File: config.mk
export PLATFORM = sky130hd
export DESIGN_NAME = mdio_mgmt_ctrl
export DESIGN_NICKNAME = d
export VERILOG_FILES = /design/src/rtl/mdio_pkg.sv /design/src/rtl/mdio_clkdiv.sv /design/src/rtl/mdio_regs.sv /design/src/rtl/mdio_fsm.sv /design/src/rtl/mdio_mgmt_ctrl.sv
export SDC_FILE = /design/constraint.sdc
export NUM_CORES = 1
export LEC_CHECK = 0
export BUFFER_PORTS_ARGS = -buffer_cell sky130_fd_sc_hd__buf_2
export CELL_PAD_IN_SITES_DETAIL_PLACEMENT = 0
export CELL_PAD_IN_SITES_GLOBAL_PLACEMENT = 1
export CORE_MARGIN = 4
export CORE_UTILIZATION = 39
export CTS_CLUSTER_DIAMETER = 150
export DETAILED_ROUTE_END_ITERATION = 10
export PLACE_DENSITY = 0.85
export SLEW_MARGIN = 5
export SYNTH_ARGS = -nofsm -noshare
export SYNTH_HDL_FRONTEND = slang
export SYNTH_SLANG_ARGS = --single-unit
File: constraint.sdc
create_clock -name clk -period 1.91 [get_ports clk]
set_input_delay 0.191 -clock clk [delete_from_list [all_inputs] [get_ports clk]]
set_output_delay 0.191 -clock clk [all_outputs]
set_load 0.02 [all_outputs]
File: src/rtl/mdio_pkg.sv
package mdio_pkg;

    typedef enum logic [2:0] {
        ST_IDLE,
        ST_PRE,
        ST_HDR,
        ST_TA,
        ST_DATA
    } mdio_state_e;

    localparam logic [7:0] OFS_CMD  = 8'h14;
    localparam logic [7:0] OFS_DATA = 8'h18;

    localparam int FRAME_BITS = 64;
    localparam int BIT_W      = $clog2(FRAME_BITS);
    localparam int ADDR_W     = 5;
    localparam int DATA_W     = 16;

    // last bit index of each frame section
    localparam logic [BIT_W-1:0] PRE_LAST  = BIT_W'(31);
    localparam logic [BIT_W-1:0] HDR_LAST  = BIT_W'(45);
    localparam logic [BIT_W-1:0] TA_LAST   = BIT_W'(47);
    localparam logic [BIT_W-1:0] DATA_LAST = BIT_W'(63);

endpackage

File: src/rtl/mdio_clkdiv.sv
module mdio_clkdiv #(
    parameter int DIV = 80
) (
    input  logic clk,
    input  logic rst_n,
    input  logic run,
    output logic mdc,
    output logic rise_evt,
    output logic fall_evt
);
    localparam int HALF = DIV / 2;
    localparam int CW   = (DIV > 2) ? $clog2(DIV) : 1;

    logic [CW-1:0] cnt;
    logic          mdc_q;

    assign rise_evt = run && (cnt == CW'(HALF - 1));
    assign fall_evt = run && (cnt == CW'(DIV - 1));
    assign mdc      = mdc_q;

    always_ff @(posedge clk) begin
        if (!rst_n || !run) begin
            cnt   <= '0;
            mdc_q <= 1'b0;
        end else begin
            if (fall_evt) cnt <= '0;
            else          cnt <= cnt + 1'b1;
            if (rise_evt)      mdc_q <= 1'b1;
            else if (fall_evt) mdc_q <= 1'b0;
        end
    end


    mdc_high_len_chk: assert property (@(posedge clk) disable iff (!rst_n)
        (mdc_q && !$past(mdc_q)) |-> (cnt == CW'(HALF)));

endmodule

File: src/rtl/mdio_regs.sv
module mdio_regs
    import mdio_pkg::*;
(
    input  logic              clk,
    input  logic              rst_n,
    input  logic              reg_wr,
    input  logic [7:0]        reg_addr,
    input  logic [31:0]       reg_wdata,
    input  logic              busy,
    input  logic              done,
    input  logic [DATA_W-1:0] rd_result,
    output logic              launch,
    output logic [DATA_W-1:0] data_q,
    output logic [31:0]       reg_rdata
);
    logic [ADDR_W-1:0] phy_q;
    logic [ADDR_W-1:0] reg_q;
    logic              wr_q;

    assign launch = reg_wr && (reg_addr == OFS_CMD) && !busy;

    always_ff @(posedge clk) begin
        if (!rst_n) begin
            phy_q <= '0;
            reg_q <= '0;
            wr_q  <= 1'b0;
        end else if (launch) begin
            phy_q <= reg_wdata[15:11];
            reg_q <= reg_wdata[10:6];
            wr_q  <= reg_wdata[1];
        end
    end

    always_ff @(posedge clk) begin
        if (!rst_n)
            data_q <= '0;
        else if (done && !wr_q)
            data_q <= rd_result;
        else if (reg_wr && reg_addr == OFS_DATA)
            data_q <= reg_wdata[DATA_W-1:0];
    end

    always_comb begin
        reg_rdata = '0;
        unique case (reg_addr)
            OFS_CMD:  reg_rdata = {16'h0, phy_q, reg_q, 4'h0, wr_q, busy};
            OFS_DATA: reg_rdata = {16'h0, data_q};
            default:  reg_rdata = '0;
        endcase
    end


    ignore_cmd_chk: assert property (@(posedge clk) disable iff (!rst_n)
        (reg_wr && reg_addr == OFS_CMD && busy)
        |=> ($stable(phy_q) && $stable(reg_q) && $stable(wr_q)));

endmodule

File: src/rtl/mdio_fsm.sv
module mdio_fsm
    import mdio_pkg::*;
(
    input  logic              clk,
    input  logic              rst_n,
    input  logic              launch,
    input  logic [ADDR_W-1:0] l_phy,
    input  logic [ADDR_W-1:0] l_reg,
    input  logic              l_wr,
    input  logic [DATA_W-1:0] l_data,
    input  logic              rise_evt,
    input  logic              fall_evt,
    input  logic              mdio_i,
    output logic              busy,
    output logic              done,
    output logic              mdio_o,
    output logic              mdio_oe,
    output logic [DATA_W-1:0] rd_result
);
    mdio_state_e            state, nxt;
    logic [FRAME_BITS-1:0]  tx_sr;
    logic [BIT_W-1:0]       bitcnt;
    logic                   op_wr;
    logic [DATA_W-1:0]      rx_sr;

    // state register
    always_ff @(posedge clk) begin
        if (!rst_n) state <= ST_IDLE;
        else        state <= nxt;
    end

    always_comb begin
        nxt = state;
        unique case (state)
            ST_IDLE: if (launch)                          nxt = ST_PRE;
            ST_PRE:  if (fall_evt && bitcnt == PRE_LAST)  nxt = ST_HDR;
            ST_HDR:  if (fall_evt && bitcnt == HDR_LAST)  nxt = ST_TA;
            ST_TA:   if (fall_evt && bitcnt == TA_LAST)   nxt = ST_DATA;
            ST_DATA: if (fall_evt && bitcnt == DATA_LAST) nxt = ST_IDLE;
            default:                                      nxt = ST_IDLE;
        endcase
    end

    // frame datapath
    always_ff @(posedge clk) begin
        if (!rst_n) begin
            tx_sr  <= '0;
            bitcnt <= '0;
            op_wr  <= 1'b0;
            rx_sr  <= '0;
        end else if (state == ST_IDLE) begin
            if (launch) begin
                tx_sr  <= {32'hFFFF_FFFF, 2'b01, (l_wr ? 2'b01 : 2'b10),
                           l_phy, l_reg, 2'b10, (l_wr ? l_data : 16'h0)};
                bitcnt <= '0;
                op_wr  <= l_wr;
            end
        end else begin
            if (fall_evt) begin
                tx_sr  <= {tx_sr[FRAME_BITS-2:0], 1'b1};
                bitcnt <= bitcnt + 1'b1;
            end
            if (rise_evt && state == ST_DATA && !op_wr)
                rx_sr <= {rx_sr[DATA_W-2:0], mdio_i};
        end
    end

    // outputs
    always_comb begin
        busy      = (state != ST_IDLE);
        done      = fall_evt && (state == ST_DATA) && (bitcnt == DATA_LAST);
        mdio_o    = busy && tx_sr[FRAME_BITS-1];
        mdio_oe   = busy && !(!op_wr && (state == ST_TA || state == ST_DATA));
        rd_result = rx_sr;
    end


    frame_end_chk: assert property (@(posedge clk) disable iff (!rst_n)
        (state == ST_DATA && nxt == ST_IDLE) |-> (bitcnt == DATA_LAST));

endmodule

File: src/rtl/mdio_mgmt_ctrl.sv
module mdio_mgmt_ctrl
    import mdio_pkg::*;
#(
    parameter int DIV = 80
) (
    input  logic        clk,
    input  logic        rst_n,
    input  logic        reg_wr,
    input  logic [7:0]  reg_addr,
    input  logic [31:0] reg_wdata,
    output logic [31:0] reg_rdata,
    output logic        mdc,
    output logic        mdio_o,
    output logic        mdio_oe,
    input  logic        mdio_i
);
    logic              busy, done, launch, rise_evt, fall_evt;
    logic [DATA_W-1:0] data_q, rd_result;

    mdio_regs u_regs (
        .clk       (clk),
        .rst_n     (rst_n),
        .reg_wr    (reg_wr),
        .reg_addr  (reg_addr),
        .reg_wdata (reg_wdata),
        .busy      (busy),
        .done      (done),
        .rd_result (rd_result),
        .launch    (launch),
        .data_q    (data_q),
        .reg_rdata (reg_rdata)
    );

    mdio_clkdiv #(.DIV(DIV)) u_div (
        .clk      (clk),
        .rst_n    (rst_n),
        .run      (busy),
        .mdc      (mdc),
        .rise_evt (rise_evt),
        .fall_evt (fall_evt)
    );

    mdio_fsm u_fsm (
        .clk       (clk),
        .rst_n     (rst_n),
        .launch    (launch),
        .l_phy     (reg_wdata[15:11]),
        .l_reg     (reg_wdata[10:6]),
        .l_wr      (reg_wdata[1]),
        .l_data    (data_q),
        .rise_evt  (rise_evt),
        .fall_evt  (fall_evt),
        .mdio_i    (mdio_i),
        .busy      (busy),
        .done      (done),
        .mdio_o    (mdio_o),
        .mdio_oe   (mdio_oe),
        .rd_result (rd_result)
    );


    launch_busy_chk: assert property (@(posedge clk) disable iff (!rst_n)
        (reg_wr && reg_addr == OFS_CMD && !reg_rdata[0] && !$isunknown(reg_wdata))
        |=> busy);


    mdc_idle_low_chk: assert property (@(posedge clk) disable iff (!rst_n)
        (!busy && !$past(busy)) |-> !mdc);


    mdio_hold_chk: assert property (@(posedge clk) disable iff (!rst_n)
        (mdc && $past(mdc)) |-> ($stable(mdio_o) && $stable(mdio_oe)));

endmodule

==> qor.txt, run 1 <==
status: complete, but fails checks
failing checks: setup timing
PwrDens: 895 nW/µm²
TritonCTS Sinks: 124
Combinational Power Share: 4.6%
Detailed Place HPWL: 8.48 mm
routed wl met3: 677 µm
fraction of layout cells with a size suffix above 1: 29.1%
Inserted Diodes: 0
Post-synth EDFFs: 0
Peak supply drop: 0.667 mV
final count of hold timing violations: 0
Crit Path Class: reg2out
Async SR Flop Fraction: 0%
Fillers: 1,222
Hold Path End: u_fsm.rd_result[0]
non-filler cells, final: 818
GRT overflow: 0
DR vias: 4,569
hold slack: 26.6 ps
Avg WL per Cell: 16.9 µm
Fin Clk Skew: 9.33 ps
worst hold path type: in2reg
fin. max-slew vios: 0
Sw Share: 22.8%
synthesized instance count: 574
hold depth: 3
Final ANT Viol Nets: 0
Design Power: 6.02 mW
setup TNS: -10.3 ps
placed cell area: 5900 µm²
layout net count: 676
# IOs: 79
CTS Hold Bufs: 0
Area growth, synth to finish: 25.6%
Area contributors post-synth: dfxtp_1 (46%), o221a_2 (7.1%), mux2i_1 (6.5%)
Max FO, Critical Path: 3
fin crit share: 101%
design area: 6730 µm²
Chip Height: 125 µm
flops & latches, synth: 124
# DRC: 0
row count: 42
CP required: 1720 ps
Avg Inst Size Synth: 9.34 µm²
drt total wl: 13.8 mm
Worst-Margin Slew: 639 ps
Reg power frac: 43.1%
Final Critical Period: 1920 ps
CTS max path bufs: 2
Synth Flop Type: dfxtp_1
Seq/Total Area, Yosys: 46.3%
Reg2Reg Depth: 4
synth cell count leaders: dfxtp_1 (124), nand2_1 (67), clkbuf_1 (42)
Routability Congestion: 0.826
core area: 13,300 µm²
first-pass GRT wire length: 22.1 mm
initial antenna violation count: 0
slew margin rel.: 57.4%
Worst setup EP type: primary output
Die ar.: 15,700 µm²
CTS H-tree lvls: 4
critical path startpoint category: register
switching power: 1.37 mW
synth unique cells: 54
worst-skew pair later-pin latency: 420 ps
GRT Resource Usage Total: 17.2%
Starting Density: 40.2%
final setup fails: 1
Synth Cell Area: 5360 µm²
Critical R2R Capture: u_fsm.rd_result[15]
cell internal pwr: 4.65 mW
Port Buffers: 46
post-synth top area share: 46.3%
Yosys Warn Count: 0
hold_sp: mdio_i
1st-iter DRT viols: 403
highest routed layer: met4
CP arrival: 1730 ps
FMAX: 521 MHz
met1 WL: 6.38 mm
vias in the first global route: 4,421
Lkg Pwr: 2.57 nW
CTS tree: yes
clk root buf: clkbuf_16
# placed instances: 778
RSZ-0062 raised after global routing: true
largest net degree at the start of global routing: 58
Clk pin slew, worst setup/hold paths: 60 ps
reg2reg start: u_fsm.op_wr
R2R setup slack: 30 ps
clock share of power: 52.2%
DRT Pass-1 Iters: 5
area leader, netlist: dfxtp_1
Die Wd: 125 µm
CTS Buf Count: 17
met2 routed WL: 6.58 mm
most common cell in the netlist: dfxtp_1
max cap viols: 0
Final WS setup: -10.3 ps
via/cell ratio: 5.59
## sequential cells by signal (all words and copies together), names as in the netlist
register and flops:
u_fsm.state 3, u_fsm.op_wr 1, u_fsm.rd_result 16, u_regs.reg_q 5, u_div.mdc 1, u_fsm.tx_sr 64
u_regs.data_q 16, u_div.cnt 7, u_regs.phy_q 5, u_fsm.bitcnt 6
## placed cells by master, fill, tap and decap left out, types with 9 or more instances in the layout
cell	Yosys	layout
dfxtp_1	124	120
nand2_1	67	65
buf_2	6	43
mux2i_1	35	35
o221a_2	34	34
a21oi_1	34	33
nor3_1	32	31
buf_4	16	29
nand3_1	29	28
nor2_1	25	25
a311oi_1	26	25
clkbuf_16	0	18
conb_1	1	16
a22o_1	12	12
o31ai_1	17	12
buf_12	0	9
## power by group through the flow
| stage | Clock, mW | Sequential (mW) | Combinational [mW] |
|---|---|---|---|
| after floorplan | 0 | 2.65 | 0.168 |
| after global placement | 0 | 2.65 | 0.231 |
| after detailed placement | 0 | 2.65 | 0.235 |
| after CTS | 3.20 | 2.60 | 0.270 |
| after global routing | 3.32 | 2.60 | 0.303 |
| final | 3.14 | 2.60 | 0.280 |
## layout make-up
type | count | area (µm²) | area share [%]
multi-input combinational | 389 | 2660 | 39.5
timing repair buffer | 90 | 753 | 11.2
clock buffer | 19 | 443 | 6.58
clock inverter | 13 | 139 | 2.06
tap | 176 | 220 | 3.27
sequential | 124 | 2490 | 37.0
inverter | 7 | 26.3 | 0.390
## worst max-delay path, cell delays in order (launching register included)
cell	delay, ps
dfxtp_2	320
buf_6	110
or3_4	390
buf_12	140
a22o_1	210
buf_6	140
## per-stage QoR
stage	setup slack, ps	utilization [%]
5_1_grt	-47.8	50.4
3_5_place_dp	36.6	44.2
4_1_cts	-40.5	49.3
3_3_place_gp	79.9	44.2
2_1_floorplan	-74.6	-
6_report	-10.3	50.4
## worst max-delay path by stage
stage / to / start / slack, ps / depth (start not counted)
2_1_floorplan: u_fsm.rd_result[10] / u_fsm.state[0] / -70 / 7
3_3_place_gp: u_regs.data_q[14] / u_div.cnt[6] / 80 / 5
3_5_place_dp: u_fsm.rd_result[0] / u_fsm.op_wr / 40 / 4
4_1_cts: reg_rdata[0] / u_fsm.state[0] / -40 / 5
5_1_grt: reg_rdata[0] / u_fsm.state[2] / -50 / 5
6_report: reg_rdata[0] / u_fsm.state[2] / -10 / 5
## layer usage
layer | vias to the layer above | track usage [%]
li1 | 2210 | -
met1 | 2230 | 22.8
met2 | 112 | 27.9
met3 | 17 | 4.65
met4 | 0 | 4.53
met5 | - | 0
## repair_timing
item / 4_1_cts / 5_1_grt
resized for setup: 12 / 22
gates cloned: 1 / 1
buffers inserted: 3 / 3
endpoints found under the setup margin: 2 / 74
pin swaps: 2 / 4
## kinds of logic (layout without fill, tap and decap cells)
family | count (synthesis) | after routing | synth area share (%)
compound gates | 138 | 138 | 21.1
xor+xnor | 5 | 5 | 0.817
fa+ha+maj | 3 | 3 | 0.700
buf+inv | 76 | 129 | 6.93
flops | 124 | 124 | 46.3
mux | 36 | 36 | 6.75
other cells | 1 | 16 | 0.0700
simple gates | 191 | 191 | 17.4
Note: power is estimated with default switching activity, not from simulation.
==> run 2: changes to the inputs <==
==> constraint.sdc (replaced) <==
create_clock -name clk -period 1.91 [get_ports clk]
set_input_delay 0.0955 -clock clk [delete_from_list [all_inputs] [get_ports clk]]
set_output_delay 0.0955 -clock clk [all_outputs]
set_load 0.02 [all_outputs]
==> qor.txt, run 2 (synthesis results as in run 1) <==
met3 GRT Util: 5.42%
# DRC: 0
Cell Chain, Critical Path: or4b_4 > or4_4 > mux2i_1 > nor2_1
layout net count: 682
hold slack: 14.5 ps
slew margin rel.: 56.0%
CP required: 2210 ps
Die Wd: 125 µm
vias in the first global route: 4,616
global routing's busiest layer: met2
Max FO, Critical Path: 16
Starting Density: 40.2%
TritonCTS Sinks: 124
GR Util met1: 21.9%
Port Buffers: 46
CTS Buf Count: 17
worst setup path startpoint: u_fsm.op_wr
# IOs: 79
Peak supply drop: 0.633 mV
Hold Path End: u_regs.data_q[4]
reg2reg start: u_fsm.op_wr
commonest non-fill, non-tap cell in the layout: dfxtp_1
Fin Clk Skew: 4.91 ps
clk root buf: clkbuf_16
fraction of layout cells with a size suffix above 1: 27.2%
first-pass GRT wire length: 22.4 mm
row count: 42
most frequent cells in the layout: dfxtp_1 (122), nand2_1 (66), buf_2 (45)
slowest CP cell: or4_4
CTS max path bufs: 2
DRT Pass-1 Iters: 5
kind of cell adding the most delay to the critical path: simple AND/OR/NAND/NOR gates
final count of hold timing violations: 0
Worst setup EP type: register
Final Util: 51.0%
Buf/Inv on CP: 0
Clk pin slew, worst setup/hold paths: 50 ps
Lkg Pwr: 2.61 nW
CTS H-tree lvls: 4
via/cell ratio: 5.66
worst-skew pair later-pin latency: 410 ps
CP arrival: 2180 ps
Chip Height: 125 µm
worst hold path type: in2reg
setup TNS: 0 ps
Crit Path Class: reg2reg
final setup fails: 0
Final Critical Period: 1880 ps
DR vias: 4,660
GRT overflow: 0
GRT met2 Usage: 28.6%
PwrDens: 946 nW/µm²
Area growth, synth to finish: 27.1%
Critical R2R Capture: u_fsm.rd_result[1]
initial antenna violation count: 0
critical path startpoint category: register
FMAX: 532 MHz
Detailed Place HPWL: 8.49 mm
RSZ-0062 raised after global routing: true
GRT Resource Usage Total: 17.3%
CTS tree: yes
largest net degree at the start of global routing: 58
fin crit share: 98.4%
Top reg by flops: u_fsm.tx_sr
max cap viols: 0
status: completed
Fillers: 1,249
Final ANT Viol Nets: 0
Die ar.: 15,700 µm²
Inserted Diodes: 0
R2R setup slack: 30 ps
fin. max-slew vios: 0
CP peak stage delay: 610 ps
hold depth: 3
hold_sp: reg_wdata[4]
core area: 13,300 µm²
max reg flops: 64
Avg WL per Cell: 16.8 µm
1st-iter DRT viols: 353
Worst-Margin Slew: 660 ps
drt total wl: 13.8 mm
Routability Congestion: 0.834
Reg2Reg Depth: 4
run 2: cell types whose count changed in the layout (fill, tap and decap cells not counted), moves of 2 or more:
cell and change:
buf_6 -3, clkbuf_8 +2, buf_4 -3, buf_2 +2, inv_6 -2, clkinvlp_4 -2
bufinv_16 +3, dlygate4sd3_1 +14, clkinv_2 -2, o31ai_2 +5, buf_12 -2, dfxtp_1 +2
dfxtp_2 -2, o31ai_1 -5
run 2: metal layers:
| layer | part of all wire (%) | vias up | routed length [µm] |
|---|---|---|---|
| met4 | 1.1 | 0 | 154 |
| met1 | 44 | 2269 | 6070 |
| met5 | 0 | - | 0 |
| li1 | - | 2224 | - |
| met2 | 49 | 150 | 6790 |
| met3 | 5.6 | 17 | 777 |
run 2: stage by stage:
stage          instances  total power, mW  area [µm²]  setup WS, ps
2_1_floorplan        589             2.82        5430         -74.6
3_3_place_gp         775             2.88        5870          79.2
3_5_place_dp         775             2.89        5870          24.0
4_1_cts              820             6.47        6680         -2.96
5_1_grt              823             6.65        6810         -26.8
6_report             823             6.45        6810          31.0
run 2: worst max-delay path by stage:
stage / end / slack [ps] / cells past startpoint
6_report: u_fsm.rd_result[1] / 30 / 4
5_1_grt: u_fsm.rd_result[11] / -30 / 4
4_1_cts: reg_rdata[0] / -3 / 5
3_5_place_dp: u_regs.data_q[11] / 20 / 5
3_3_place_gp: u_regs.data_q[11] / 80 / 5
2_1_floorplan: u_fsm.rd_result[10] / -70 / 7
run 2: timing repair:
action	CTS	global route
pin swaps	0	2
cloned	0	1
hold endpoints to repair	24	0
endpoints found under the setup margin	3	99
hold buffers	14	0
buffers inserted	0	2
gates resized for setup	5	21
run 2: area by class of cell:
class | instances | area, µm² | share of cell area, %
Multi-Input combinational cell | 389 | 2660 | 39.1
Sequential cell | 124 | 2480 | 36.5
Timing Repair Buffer | 96 | 759 | 11.1
Clock buffer | 21 | 470 | 6.91
Tap cell | 176 | 220 | 3.23
Clock inverter | 10 | 186 | 2.74
Inverter | 7 | 26.3 | 0.386
run 2: power by group:
group	internal [mW]	total, mW	switching [mW]	leakage, nW
registers	2.59	2.60	0.00430	0.999
logic	0.113	0.292	0.180	1.30
clock network	2.41	3.55	1.14	0.312
total	5.12	6.45	1.33	2.61
run 2: tightest hold or removal path, stage by stage:
cell	delay, ps
buf_2	80
mux2i_1	60
a21oi_1	150
==> run 3: changes to the inputs <==
Settings changed: CORE_UTILIZATION 39 to 47, PLACE_DENSITY 0.85 to 0.95.
Clock period 1.91 ns to 2.2 ns, I/O delays scaled along.
==> qor.txt, run 3 (synthesis results as in run 1) <==
status: completed
first-pass GRT wire length: 21.2 mm
Top reg by flops: u_fsm.tx_sr
worst hold path type: in2reg
Inserted Diodes: 0
FMAX: 476 MHz
Routability Congestion: 0.789
Starting Density: 48.8%
core area: 11,000 µm²
initial antenna violation count: 0
1st-iter DRT viols: 281
final setup fails: 0
Detailed Place HPWL: 8.07 mm
worst setup path startpoint: u_div.cnt[4]
CP peak stage delay: 540 ps
setup TNS: 0 ps
Area growth, synth to finish: 18.2%
design area: 6330 µm²
placed cell area: 5680 µm²
# IOs: 79
largest net degree at the start of global routing: 58
slowest CP cell: or3b_2
DR vias: 4,519
slew margin rel.: 61.3%
Peak supply drop: 0.641 mV
GRT Resource Usage Total: 20.1%
Die ar.: 13,200 µm²
RSZ-0062 raised after global routing: false
row count: 38
most frequent cells in the layout: dfxtp_1 (124), nand2_1 (66), buf_2 (46)
final count of hold timing violations: 0
CTS max path bufs: 2
GRT overflow: 0
Die Wd: 115 µm
vias in the first global route: 4,420
Clk pin slew, worst setup/hold paths: 50 ps
hold_sp: reg_wdata[2]
# DRC: 0
clk root buf: clkbuf_16
drt total wl: 12.8 mm
Crit Path Class: reg2reg
CTS tree: yes
Fillers: 946
commonest non-fill, non-tap cell in the layout: dfxtp_1
CP required: 2490 ps
fin crit share: 95.5%
Max FO, Critical Path: 17
Cell Chain, Critical Path: or3b_2 > or4_1 > buf_4 > o31ai_1 > a21oi_1
CTS H-tree lvls: 4
max cap viols: 0
Chip Height: 115 µm
DRT Pass-1 Iters: 5
PwrDens: 792 nW/µm²
Final Critical Period: 2100 ps
Fin Clk Skew: 6.96 ps
Worst-Margin Slew: 581 ps
max reg flops: 64
critical path startpoint category: register
layout net count: 663
Worst setup EP type: register
reg2reg start: u_div.cnt[4]
worst-skew pair later-pin latency: 410 ps
fin. max-slew vios: 0
CP arrival: 2390 ps
CTS Buf Count: 17
via/cell ratio: 5.88
Avg WL per Cell: 16.7 µm
Lkg Pwr: 2.44 nW
TritonCTS Sinks: 124
fraction of layout cells with a size suffix above 1: 23.1%
Port Buffers: 46
post-CTS setup buffers: 0
Final ANT Viol Nets: 0
==> run 3: cell types whose count changed in the layout (fill, tap and decap cells not counted), sizes merged, moves of 3 or more <==
cell         change
buf             -15
dlygate4sd3      -3
bufinv           -4
clkbuf           -4
clkinv           +9
==> run 3: final timing paths <==
kind	endpoint	slack (ps)	cells past startpoint
hold / removal	u_regs.data_q[2]	10	3
hold reg to reg	u_div.cnt[0]	440	1
setup reg to reg	u_regs.data_q[4]	100	5
setup / recovery	u_regs.data_q[4]	100	5
==> run 3: metal layers <==
| metal | global-route usage, % | vias up | share of wire (%) |
|---|---|---|---|
| met2 | 32.6 | 147 | 49 |
| met5 | 0 | - | 0 |
| met1 | 25.3 | 2169 | 42 |
| li1 | - | 2182 | - |
| met3 | 5.68 | 21 | 6.7 |
| met4 | 7.98 | 0 | 1.6 |
==> run 3: timing repair <==
action	4_1_cts	5_1_grt
hold endpoints to repair	16	0
endpoints found under the setup margin	0	5
hold buffers	11	0
resized for setup	0	1
==> run 3: power breakdown <==
group	leakage [nW]	internal, mW	total (mW)	switching, mW
logic	1.17	0.0694	0.210	0.140
registers	0.998	2.25	2.26	0.00570
clock network	0.271	1.56	2.55	0.992
total	2.44	3.88	5.02	1.14
==> run 3: worst max-delay path: cells and delay by family (launching register included) <==
family / cells / cell delay [ps]
AND/OR/NAND/NOR: 2 / 1040
AO/OA/AOI/OAI: 2 / 330
buffers and inverters: 1 / 220
flip-flops: 1 / 380
==> run 3: cell type report <==
type	instances	area, µm²	share of cell area, %
timing repair buffer	77	528	8.33
tap	140	175	2.77
clock buffer	18	439	6.93
multi-input combinational	389	2580	40.7
sequential	124	2480	39.2
inverter	7	26.3	0.415
clock inverter	13	103	1.62
==> run 3: metrics by stage <==
stage	std cells	power (mW)	setup WS, ps	util, %	hold slack [ps]
after floorplan	589	2.45	215	-	250
after global placement	726	2.49	180	51.7	346
after detailed placement	726	2.50	125	51.7	374
after CTS	768	5.04	104	57.6	1.47
after global routing	768	5.16	47.3	57.7	20.6
final	768	5.02	99.7	57.7	11.3
